==> src/rtl/scsi_ctl_pkg.sv <==
package scsi_ctl_pkg;
  localparam int DW = 8;

  // register addresses
  localparam logic [2:0] A_DATA   = 3'd0;
  localparam logic [2:0] A_ICR    = 3'd1;
  localparam logic [2:0] A_MODE   = 3'd2;
  localparam logic [2:0] A_TCR    = 3'd3;
  localparam logic [2:0] A_STAT   = 3'd4;
  localparam logic [2:0] A_BSR    = 3'd5;
  localparam logic [2:0] A_INDATA = 3'd6;
  localparam logic [2:0] A_CLR    = 3'd7;

  // latched interrupt sources
  localparam int NSRC    = 4;
  localparam int SRC_SEL = 0;
  localparam int SRC_PAR = 1;
  localparam int SRC_BSY = 2;
  localparam int SRC_EOP = 3;

  typedef enum logic [2:0] {
    PH_DOUT = 3'd0, PH_DIN = 3'd1, PH_CMD = 3'd2,
    PH_STAT = 3'd3, PH_MOUT = 3'd6, PH_MIN = 3'd7
  } phase_e;

  typedef struct packed {
    logic          rst;
    logic          bsy;
    logic          sel;
    logic          atn;
    logic          ack;
    logic          req;
    logic          msg;
    logic          cd;
    logic          io;
    logic          dbp;
    logic [DW-1:0] data;
  } bus_lines_t;

  // phase code in target-command bit order
  function automatic logic [2:0] phase_of(bus_lines_t b);
    return {b.msg, b.cd, b.io};
  endfunction

  // odd parity across data and parity line is good
  function automatic logic parity_good(logic [DW-1:0] d, logic p);
    return ^{d, p};
  endfunction

  function automatic logic [7:0] status_byte(bus_lines_t b);
    return {b.rst, b.bsy, b.req, b.msg, b.cd, b.io, b.sel, b.dbp};
  endfunction
endpackage

==> src/rtl/scsi_line_sync.sv <==
module scsi_line_sync #(
  parameter int W      = 1,
  parameter int STAGES = 2
) (
  input  logic         clk,
  input  logic         rst_n,
  input  logic [W-1:0] d,
  output logic [W-1:0] q
);
  logic [W-1:0] stg [STAGES];

  always_ff @(posedge clk or negedge rst_n) begin
    if (!rst_n) begin
      for (int i = 0; i < STAGES; i++) stg[i] <= '0;
    end else begin
      stg[0] <= d;
      for (int i = 1; i < STAGES; i++) stg[i] <= stg[i-1];
    end
  end

  assign q = stg[STAGES-1];
endmodule

==> src/rtl/scsi_host_regs.sv <==
module scsi_host_regs
  import scsi_ctl_pkg::*;
(
  input  logic          clk,
  input  logic          rst_n,
  input  logic [2:0]    addr,
  input  logic [DW-1:0] wdata,
  input  logic          wr,
  input  logic          rd,
  input  bus_lines_t    bs,
  input  logic          arb_in_prog,
  input  logic          arb_lost,
  input  logic          dma_drq,
  input  logic          last_byte_sent,
  input  logic          end_f,
  input  logic          par_f,
  input  logic          bsy_f,
  input  logic          irq,
  output logic [DW-1:0] rdata,
  output logic [DW-1:0] odr_q,
  output logic [DW-1:0] sel_mask_q,
  output logic [3:0]    tcr_q,
  output logic          icr_rst,
  output logic          icr_tri,
  output logic          icr_ack,
  output logic          icr_bsy,
  output logic          icr_sel,
  output logic          icr_atn,
  output logic          icr_data,
  output logic          mode_target,
  output logic          mode_pchk,
  output logic          mode_pint,
  output logic          mode_eopint,
  output logic          mode_bsymon,
  output logic          mode_arb,
  output logic          phase_match,
  output logic          strobe_rise,
  output logic          rd_clear
);
  // icr7_q: [6]=rst [5]=tri-state [4]=ack [3]=bsy [2]=sel [1]=atn [0]=data
  logic [6:0]    icr7_q;
  logic [DW-1:0] mode_q;
  logic [DW-1:0] indata_q;
  logic          strobe_s, strobe_q, strobe_fall;

  always_ff @(posedge clk or negedge rst_n) begin
    if (!rst_n) begin
      odr_q      <= '0;
      icr7_q     <= '0;
      mode_q     <= '0;
      tcr_q      <= '0;
      sel_mask_q <= '0;
    end else if (wr) begin
      case (addr)
        A_DATA: odr_q      <= wdata;
        A_ICR:  icr7_q     <= {wdata[7:6], wdata[4:0]};
        A_MODE: mode_q     <= wdata;
        A_TCR:  tcr_q      <= wdata[3:0];
        A_STAT: sel_mask_q <= wdata;
        default: ;
      endcase
    end
  end

  assign {icr_rst, icr_tri, icr_ack, icr_bsy, icr_sel, icr_atn, icr_data} = icr7_q;
  assign mode_target = mode_q[6];
  assign mode_pchk   = mode_q[5];
  assign mode_pint   = mode_q[4];
  assign mode_eopint = mode_q[3];
  assign mode_bsymon = mode_q[2];
  assign mode_arb    = mode_q[0];

  assign phase_match = (phase_of(bs) == tcr_q[2:0]);

  // data strobe and its edges
  assign strobe_s = mode_target ? bs.ack : bs.req;

  always_ff @(posedge clk or negedge rst_n) begin
    if (!rst_n) strobe_q <= 1'b0;
    else        strobe_q <= strobe_s;
  end

  assign strobe_rise = strobe_s & ~strobe_q;
  assign strobe_fall = ~strobe_s & strobe_q;

  always_ff @(posedge clk or negedge rst_n) begin
    if (!rst_n)           indata_q <= '0;
    else if (strobe_fall) indata_q <= bs.data;
  end

  assign rd_clear = rd && (addr == A_CLR);

  always_comb begin
    case (addr)
      A_DATA:   rdata = bs.data;
      A_ICR:    rdata = {icr7_q[6], arb_in_prog, arb_lost, icr7_q[4:0]};
      A_MODE:   rdata = mode_q;
      A_TCR:    rdata = {last_byte_sent, 3'b000, tcr_q};
      A_STAT:   rdata = status_byte(bs);
      A_BSR:    rdata = {end_f, dma_drq, par_f, irq, phase_match, bsy_f, bs.atn, bs.ack};
      A_INDATA: rdata = indata_q;
      default:  rdata = '0;
    endcase
  end

  AST_MODE_WRITE_HOLDS: assert property (@(posedge clk) disable iff (!rst_n)
    (wr && addr == A_MODE) |=> ({mode_target, mode_pchk, mode_pint, mode_eopint, mode_bsymon, mode_arb}
                               == {$past(wdata[6]), $past(wdata[5:2]), $past(wdata[0])}));
  AST_TCR_IGNORES_OTHERS: assert property (@(posedge clk) disable iff (!rst_n)
    !(wr && addr == A_TCR) |=> $stable(tcr_q));
endmodule

==> src/rtl/scsi_irq_latch.sv <==
module scsi_irq_latch
  import scsi_ctl_pkg::*;
(
  input  logic          clk,
  input  logic          rst_n,
  input  bus_lines_t    bs,
  input  logic [DW-1:0] sel_mask,
  input  logic          mode_pchk,
  input  logic          mode_pint,
  input  logic          mode_eopint,
  input  logic          mode_bsymon,
  input  logic          strobe_rise,
  input  logic          dma_end,
  input  logic          clr,
  output logic [NSRC-1:0] flags,
  output logic          irq
);
  logic [NSRC-1:0] set_v, en_v, flag_q;
  logic            bsy_q, end_q;
  logic            sel_hit, par_bad, bsy_drop, end_rise;

  always_ff @(posedge clk or negedge rst_n) begin
    if (!rst_n) begin
      bsy_q <= 1'b0;
      end_q <= 1'b0;
    end else begin
      bsy_q <= bs.bsy;
      end_q <= dma_end;
    end
  end

  assign sel_hit  = ~bs.bsy & bs.sel & (|(bs.data & sel_mask));
  assign par_bad  = mode_pchk & strobe_rise & ~parity_good(bs.data, bs.dbp);
  assign bsy_drop = mode_bsymon & bsy_q & ~bs.bsy;
  assign end_rise = dma_end & ~end_q;

  always_comb begin
    set_v          = '0;
    set_v[SRC_SEL] = sel_hit;
    set_v[SRC_PAR] = par_bad;
    set_v[SRC_BSY] = bsy_drop;
    set_v[SRC_EOP] = end_rise;
    en_v           = '1;
    en_v[SRC_PAR]  = mode_pint;
    en_v[SRC_EOP]  = mode_eopint;
  end

  always_ff @(posedge clk or negedge rst_n) begin
    if (!rst_n) flag_q <= '0;
    else        flag_q <= set_v | (flag_q & ~{NSRC{clr}});
  end

  assign flags = flag_q;
  assign irq   = |(flag_q & en_v);

  AST_SEL_NEEDS_MASK: assert property (@(posedge clk) disable iff (!rst_n)
    $rose(flag_q[SRC_SEL]) |-> $past(|(bs.data & sel_mask)) && !$past(bs.bsy));
  AST_PAR_NEEDS_CHECK: assert property (@(posedge clk) disable iff (!rst_n)
    $rose(flag_q[SRC_PAR]) |-> $past(mode_pchk));
  AST_BSY_ERR_NEEDS_MON: assert property (@(posedge clk) disable iff (!rst_n)
    $rose(flag_q[SRC_BSY]) |-> $past(mode_bsymon));
  AST_CLEAR_DROPS_IRQ: assert property (@(posedge clk) disable iff (!rst_n)
    (clr && set_v == '0) |=> !irq);
endmodule

==> src/rtl/scsi_bus_drive.sv <==
module scsi_bus_drive
  import scsi_ctl_pkg::*;
(
  input  logic          clk,
  input  logic          rst_n,
  input  logic [DW-1:0] odr,
  input  logic [3:0]    tcr,
  input  logic          icr_rst,
  input  logic          icr_tri,
  input  logic          icr_ack,
  input  logic          icr_bsy,
  input  logic          icr_sel,
  input  logic          icr_atn,
  input  logic          icr_data,
  input  logic          mode_target,
  input  logic          arb_in_prog,
  input  logic          phase_match,
  output logic [DW-1:0] data_out,
  output logic          data_oe,
  output logic          rst_out,
  output logic          bsy_out,
  output logic          sel_out,
  output logic          atn_out,
  output logic          ack_out,
  output logic          req_out,
  output logic          msg_out,
  output logic          cd_out,
  output logic          io_out
);
  logic live;
  assign live = ~icr_tri;

  assign data_out = odr;
  assign data_oe  = live & (arb_in_prog | (icr_data & phase_match));
  assign rst_out  = live & icr_rst;
  assign bsy_out  = live & icr_bsy;
  assign sel_out  = live & icr_sel;
  assign atn_out  = live & icr_atn;
  assign ack_out  = live & icr_ack & ~mode_target;
  assign req_out  = live & mode_target & tcr[3];
  assign msg_out  = live & mode_target & tcr[2];
  assign cd_out   = live & mode_target & tcr[1];
  assign io_out   = live & mode_target & tcr[0];

  AST_TRI_QUIETS: assert property (@(posedge clk) disable iff (!rst_n)
    icr_tri |-> !(data_oe | rst_out | bsy_out | sel_out | atn_out | ack_out
                  | req_out | msg_out | cd_out | io_out));
  AST_TGT_LINES_INIT_MODE: assert property (@(posedge clk) disable iff (!rst_n)
    !mode_target |-> !(req_out | msg_out | cd_out | io_out));
  AST_OE_NEEDS_CAUSE: assert property (@(posedge clk) disable iff (!rst_n)
    data_oe |-> (arb_in_prog || phase_match));
endmodule

==> src/rtl/scsi_ctl_regs.sv <==
module scsi_ctl_regs
  import scsi_ctl_pkg::*;
#(
  parameter int SYNC_STAGES = 2
) (
  input  logic          clk,
  input  logic          rst_n,
  input  logic [2:0]    host_addr,
  input  logic [7:0]    host_wdata,
  input  logic          host_wr,
  input  logic          host_rd,
  output logic [7:0]    host_rdata,
  output logic          irq,
  output logic          arb_start,
  input  logic          arb_in_prog,
  input  logic          arb_lost,
  input  logic          dma_drq,
  input  logic          dma_end,
  input  logic          last_byte_sent,
  input  logic [7:0]    bus_data_in,
  input  logic          bus_dbp_in,
  input  logic          bus_rst_in,
  input  logic          bus_bsy_in,
  input  logic          bus_sel_in,
  input  logic          bus_atn_in,
  input  logic          bus_ack_in,
  input  logic          bus_req_in,
  input  logic          bus_msg_in,
  input  logic          bus_cd_in,
  input  logic          bus_io_in,
  output logic [7:0]    bus_data_out,
  output logic          bus_data_oe,
  output logic          bus_rst_out,
  output logic          bus_bsy_out,
  output logic          bus_sel_out,
  output logic          bus_atn_out,
  output logic          bus_ack_out,
  output logic          bus_req_out,
  output logic          bus_msg_out,
  output logic          bus_cd_out,
  output logic          bus_io_out
);
  localparam int LINES_W = $bits(bus_lines_t);

  bus_lines_t      bus_raw, bus_s;
  logic [DW-1:0]   odr_q, sel_mask_q;
  logic [3:0]      tcr_q;
  logic            icr_rst, icr_tri, icr_ack, icr_bsy, icr_sel, icr_atn, icr_data;
  logic            mode_target, mode_pchk, mode_pint, mode_eopint, mode_bsymon, mode_arb;
  logic            phase_match, strobe_rise, rd_clear;
  logic [NSRC-1:0] flags;

  assign bus_raw = '{rst: bus_rst_in, bsy: bus_bsy_in, sel: bus_sel_in, atn: bus_atn_in,
                     ack: bus_ack_in, req: bus_req_in, msg: bus_msg_in, cd: bus_cd_in,
                     io: bus_io_in, dbp: bus_dbp_in, data: bus_data_in};

  scsi_line_sync #(.W(LINES_W), .STAGES(SYNC_STAGES)) u_sync (
    .clk(clk), .rst_n(rst_n), .d(bus_raw), .q(bus_s)
  );

  scsi_host_regs u_regs (
    .clk(clk), .rst_n(rst_n), .addr(host_addr), .wdata(host_wdata),
    .wr(host_wr), .rd(host_rd), .bs(bus_s),
    .arb_in_prog(arb_in_prog), .arb_lost(arb_lost), .dma_drq(dma_drq),
    .last_byte_sent(last_byte_sent),
    .end_f(flags[SRC_EOP]), .par_f(flags[SRC_PAR]), .bsy_f(flags[SRC_BSY]), .irq(irq),
    .rdata(host_rdata), .odr_q(odr_q), .sel_mask_q(sel_mask_q), .tcr_q(tcr_q),
    .icr_rst(icr_rst), .icr_tri(icr_tri), .icr_ack(icr_ack), .icr_bsy(icr_bsy),
    .icr_sel(icr_sel), .icr_atn(icr_atn), .icr_data(icr_data),
    .mode_target(mode_target), .mode_pchk(mode_pchk), .mode_pint(mode_pint),
    .mode_eopint(mode_eopint), .mode_bsymon(mode_bsymon), .mode_arb(mode_arb),
    .phase_match(phase_match), .strobe_rise(strobe_rise), .rd_clear(rd_clear)
  );

  scsi_irq_latch u_irq (
    .clk(clk), .rst_n(rst_n), .bs(bus_s), .sel_mask(sel_mask_q),
    .mode_pchk(mode_pchk), .mode_pint(mode_pint), .mode_eopint(mode_eopint),
    .mode_bsymon(mode_bsymon), .strobe_rise(strobe_rise), .dma_end(dma_end),
    .clr(rd_clear), .flags(flags), .irq(irq)
  );

  scsi_bus_drive u_drive (
    .clk(clk), .rst_n(rst_n), .odr(odr_q), .tcr(tcr_q),
    .icr_rst(icr_rst), .icr_tri(icr_tri), .icr_ack(icr_ack), .icr_bsy(icr_bsy),
    .icr_sel(icr_sel), .icr_atn(icr_atn), .icr_data(icr_data),
    .mode_target(mode_target), .arb_in_prog(arb_in_prog), .phase_match(phase_match),
    .data_out(bus_data_out), .data_oe(bus_data_oe), .rst_out(bus_rst_out),
    .bsy_out(bus_bsy_out), .sel_out(bus_sel_out), .atn_out(bus_atn_out),
    .ack_out(bus_ack_out), .req_out(bus_req_out), .msg_out(bus_msg_out),
    .cd_out(bus_cd_out), .io_out(bus_io_out)
  );

  assign arb_start = mode_arb;

  AST_IRQ_LOW_IN_RESET: assert property (@(posedge clk)
    !rst_n |-> !irq);
endmodule

==> config.mk <==
export PLATFORM = sky130hd
export DESIGN_NAME = scsi_ctl_regs
export DESIGN_NICKNAME = d
export VERILOG_FILES = /design/src/rtl/scsi_ctl_pkg.sv /design/src/rtl/scsi_line_sync.sv /design/src/rtl/scsi_host_regs.sv /design/src/rtl/scsi_irq_latch.sv /design/src/rtl/scsi_bus_drive.sv /design/src/rtl/scsi_ctl_regs.sv
export SDC_FILE = /design/constraint.sdc
export NUM_CORES = 1
export LEC_CHECK = 0
export BUFFER_PORTS_ARGS = -buffer_cell sky130_fd_sc_hd__buf_2
export CORE_MARGIN = 2
export CORE_UTILIZATION = 55
export DETAILED_ROUTE_END_ITERATION = 7
export PLACE_DENSITY = 0.83
export SYNTH_ARGS = -nofsm -noshare
export SYNTH_HDL_FRONTEND = slang
export SYNTH_SLANG_ARGS = --single-unit
export TNS_END_PERCENT = 1
==> constraint.sdc <==
create_clock -name clk -period 1.9 [get_ports clk]
set_input_delay 0.285 -clock clk [delete_from_list [all_inputs] [get_ports clk]]
set_output_delay 0.285 -clock clk [all_outputs]
set_load 0.01 [all_outputs]
==> impl_metrics.csv <==
group,metric,value,unit
clocking,clk_latency,0.35,ns
sta,final_max_slew_viol_count,0,
placed_design,gp_congestion,0.944,
synthesis,synthTopCellsByArea,"dfrtp_1 (62%), mux2_2 (14%), mux2i_1 (3.7%), mux4_2 (1.9%), a21oi_1 (1.6%)",
power_and_ir_drop,power_switching,1.25,mW
critical_path,worst-path-max-fanout,4,
critical_path,start_kind,"flop",
power_and_ir_drop,powerDensity,1120,nW/um^2
die,die_w,83.7,microns
die,dieArea,7000,sq um
critical_path,rrSetupSlack,0.27,ns
critical_path,reg2reg_from,"u_regs.mode_q[6]",
sta,max_freq,0.534,GHz
synthesis,async_flop_share,100,%
synthesis,synth_seq_area_share,61.6,%
sta,finalCritPeriodShare,98.6,%
critical_path,endpoint_kind,"output pin",
finish,final_net_count,363,
synthesis,synthTopCellsByCount,"dfrtp_1 (86), mux2_2 (43), mux2i_1 (13), a21oi_1 (11), nor2_1 (10)",
sta,setup_viol,0,
placed_design,port_buffers,65,
synthesis,yosysUniqueCellTypes,36,
critical_path,crit_buf_inv,1,
global_route,grtUsageTotal,22.7,%
sta,setup_tns,0,ns
synthesis,synth_compound_area_share,5.84,%
global_route,grt_pass1_wl,11.9,mm
power_and_ir_drop,p_leak,1.98,nW
power_and_ir_drop,power_frac_clock,32.9,%
placed_design,dp_hpwl,5.37,mm
flow_run,maxCapViolations,0,
critical_path,cp_top_family,"multiplexers",
route,viasPerCell,5.58,
critical_path,crit_path_cell_trace,"mux4_2, nor2_2, a21oi_1, buf_2",
status,outcome,"complete, no violations",
sta,holdWs,0.0384,ns
synthesis,synthAdderAreaFrac,0,%
synthesis,synthFlopType,"dfrtp_1",
synthesis,avgSynthCellArea,14.5,sq um
synthesis,synth_nets,279,
sta,worst_slew_pin_slew,0.488,ns
synthesis,synth_top_family_by_area,"multiplexers",
clocking,htreeDepth,3,
critical_path,crit_type,"flop to output pin",
synthesis,synth_edf_count,0,
clocking,clockBufferDepth,2,
sta,hold_viol,0,
sta,worst_clock_skew,0.00597,ns
global_route,grt_overflow_total,0,
synthesis,synth_area,3490,sq um
die,die_height,83.7,microns
synthesis,yosys.area_share.simple,7.35,%
finish,area_growth,22.0,%
hold_path,min_to,"u_sync.stg[18]",
synthesis,synth_top_area_share,61.6,%
route,post-route-drc-count,0,
critical_path,cp.required,1.62,ns
global_route,grt_max_degree,41,
route,routedWlPerCell,18.2,microns
global_route,grt_antenna_before_repair,0,
hold_path,worstHoldPathType,"input port to flop",
critical_path,cp_data_arrival_time,1.59,ns
synthesis,muxShareOfSynthArea,20.3,%
clocking,path_clk_slew,0.08,ns
critical_path,r2r_end,"u_regs.indata_q[3]",
synthesis,yosys.area.top_type,"dfrtp_1",
hold_path,hold_depth,1,
route,drtAntennaViolNets,0,
die,ioPinCount,66,
sta,maxSlewHeadroom,67.5,%
global_route,grt_pass1_vias,2262,
route,vias,2272,
power_and_ir_drop,vdd_ir_drop_max,0.662,mV
die,core,6240,sq um
power_and_ir_drop,switching_share,26.1,%
clocking,cts_buffers,9,
route,firstDrtPassIters,4,
finish,diodes,0,
hold_path,hold_start,"bus_data_in[0]",
synthesis,synth_warnings,0,
critical_path,r2r_cells,3,
power_and_ir_drop,pwr-share-seq,49.2,%
clocking,cts_sinks,86,
power_and_ir_drop,combinationalPowerShare,17.9,%
critical_path,slowest_stage,"mux4_2",
route,drt_iter0_drc,147,
route,wirelength,7.39,mm
critical_path,critical_path.max_stage_delay,0.50,ns
synthesis,synth_xor_area_share,2.90,%
power_and_ir_drop,fin_total_pwr,4.78,mW
synthesis,yosysMostFrequentCell,"dfrtp_1",
clocking,cts-root-buf,"clkbuf_8",
die,start_util,55.9,%
power_and_ir_drop,internal-power,3.54,mW
die,rows,29,
clocking,cts_tree,"yes",
finish,layout-drive-gt1-share,47.0,%
synthesis,ys_ff_latch,86,
sta,fin_crit,1.87,ns
synthesis,netlist_instances,241,
-- worst max-delay path by stage --
stage                     depth (start not counted)  slack (ns)            start                   end
after floorplan                                   4        0.50  u_regs.tcr_q[0]         host_rdata[3]
final                                             4        0.03      u_sync.q[1]         host_rdata[1]
after CTS                                         5        0.02  u_regs.tcr_q[0]         host_rdata[3]
after global routing                              4       -0.01      u_sync.q[1]         host_rdata[1]
after detailed placement                          4        0.15     host_addr[2]  u_regs.sel_mask_q[1]
after global placement                            5        0.20     host_addr[1]         host_rdata[5]
-- cell families after synthesis --
logic type	Yosys count
compound gates	30
flops	86
xor+xnor	10
mux	60
buf+inv	12
simple gates	43
-- final cells by class --
cell class	count	area (sq um)
flip-flops and latches	86	2160
fillers	445	1980
multi-input cells	143	1280
repair buffers	79	448
clock buffers	11	151
clock inverters	5	104
well taps	77	96.3
inverters	6	22.5
-- routing by layer --
layer	vias up	global-route usage [%]	part of all wire, %
met3	12	6.33	8.0
met2	99	33.3	49
met1	1136	31.0	41
met5	-	0	0
met4	0	12.0	2.1
li1	1025	-	-
-- per-stage QoR --
stage | util, % | cells | worst slack [ns] | area, sq um
5_1_grt | 68.2 | 407 | -0.00954 | 4260
3_3_place_gp | 63.4 | 387 | 0.196 | 3960
6_report | 68.2 | 407 | 0.0265 | 4260
4_1_cts | 67.7 | 404 | 0.0188 | 4230
3_5_place_dp | 63.4 | 387 | 0.151 | 3960
2_1_floorplan | - | 241 | 0.501 | 3490
-- flip-flops by register name, indices dropped and copies added (netlist names) --
signal,flops
u_irq.bsy_q,1
u_irq.end_q,1
u_irq.flags,4
u_regs.icr7_q,7
u_regs.indata_q,8
u_regs.mode_q,8
u_regs.odr_q,8
u_regs.sel_mask_q,8
u_regs.strobe_q,1
u_regs.tcr_q,4
u_sync.q,18
u_sync.stg,18
-- timing repair --
| item | 4_1_cts | 5_1_grt |
|---|---|---|
| gates resized for setup | 2 | 8 |
| hold endpoints to repair | 21 | 0 |
| setup endpoints to repair | 1 | 6 |
| buffers inserted | 0 | 3 |
| pin swaps | 0 | 1 |
| hold buffers | 1 | 0 |
-- placed cells by master, fill, tap and decap left out, types with 3 or more instances in the layout --
master | synthesis | layout
inv_1 | 5 | 5
mux4_2 | 3 | 4
buf_4 | 2 | 13
nor2_1 | 10 | 9
dfrtp_1 | 86 | 82
and2_1 | 4 | 4
mux2i_1 | 13 | 13
xor2_1 | 4 | 4
xnor2_1 | 5 | 5
bufinv_16 | 0 | 3
buf_2 | 1 | 64
a21oi_1 | 11 | 11
nand2_1 | 9 | 9
clkbuf_8 | 0 | 11
nand4_1 | 3 | 3
a22oi_1 | 4 | 4
mux2_2 | 43 | 43
dfrtp_2 | 0 | 4
nor2b_1 | 8 | 8
-- power groups by stage --
stage               registers [mW]  clock network, mW  logic [mW]
detailed placement            2.38                  0       0.839
global placement              2.37                  0       0.809
global route                  2.38               1.69       0.935
floorplan                     2.31                  0       0.539
finish                        2.35               1.57       0.858
CTS                           2.35               1.60       0.849
No activity file was read; power rests on OpenSTA's default activity.
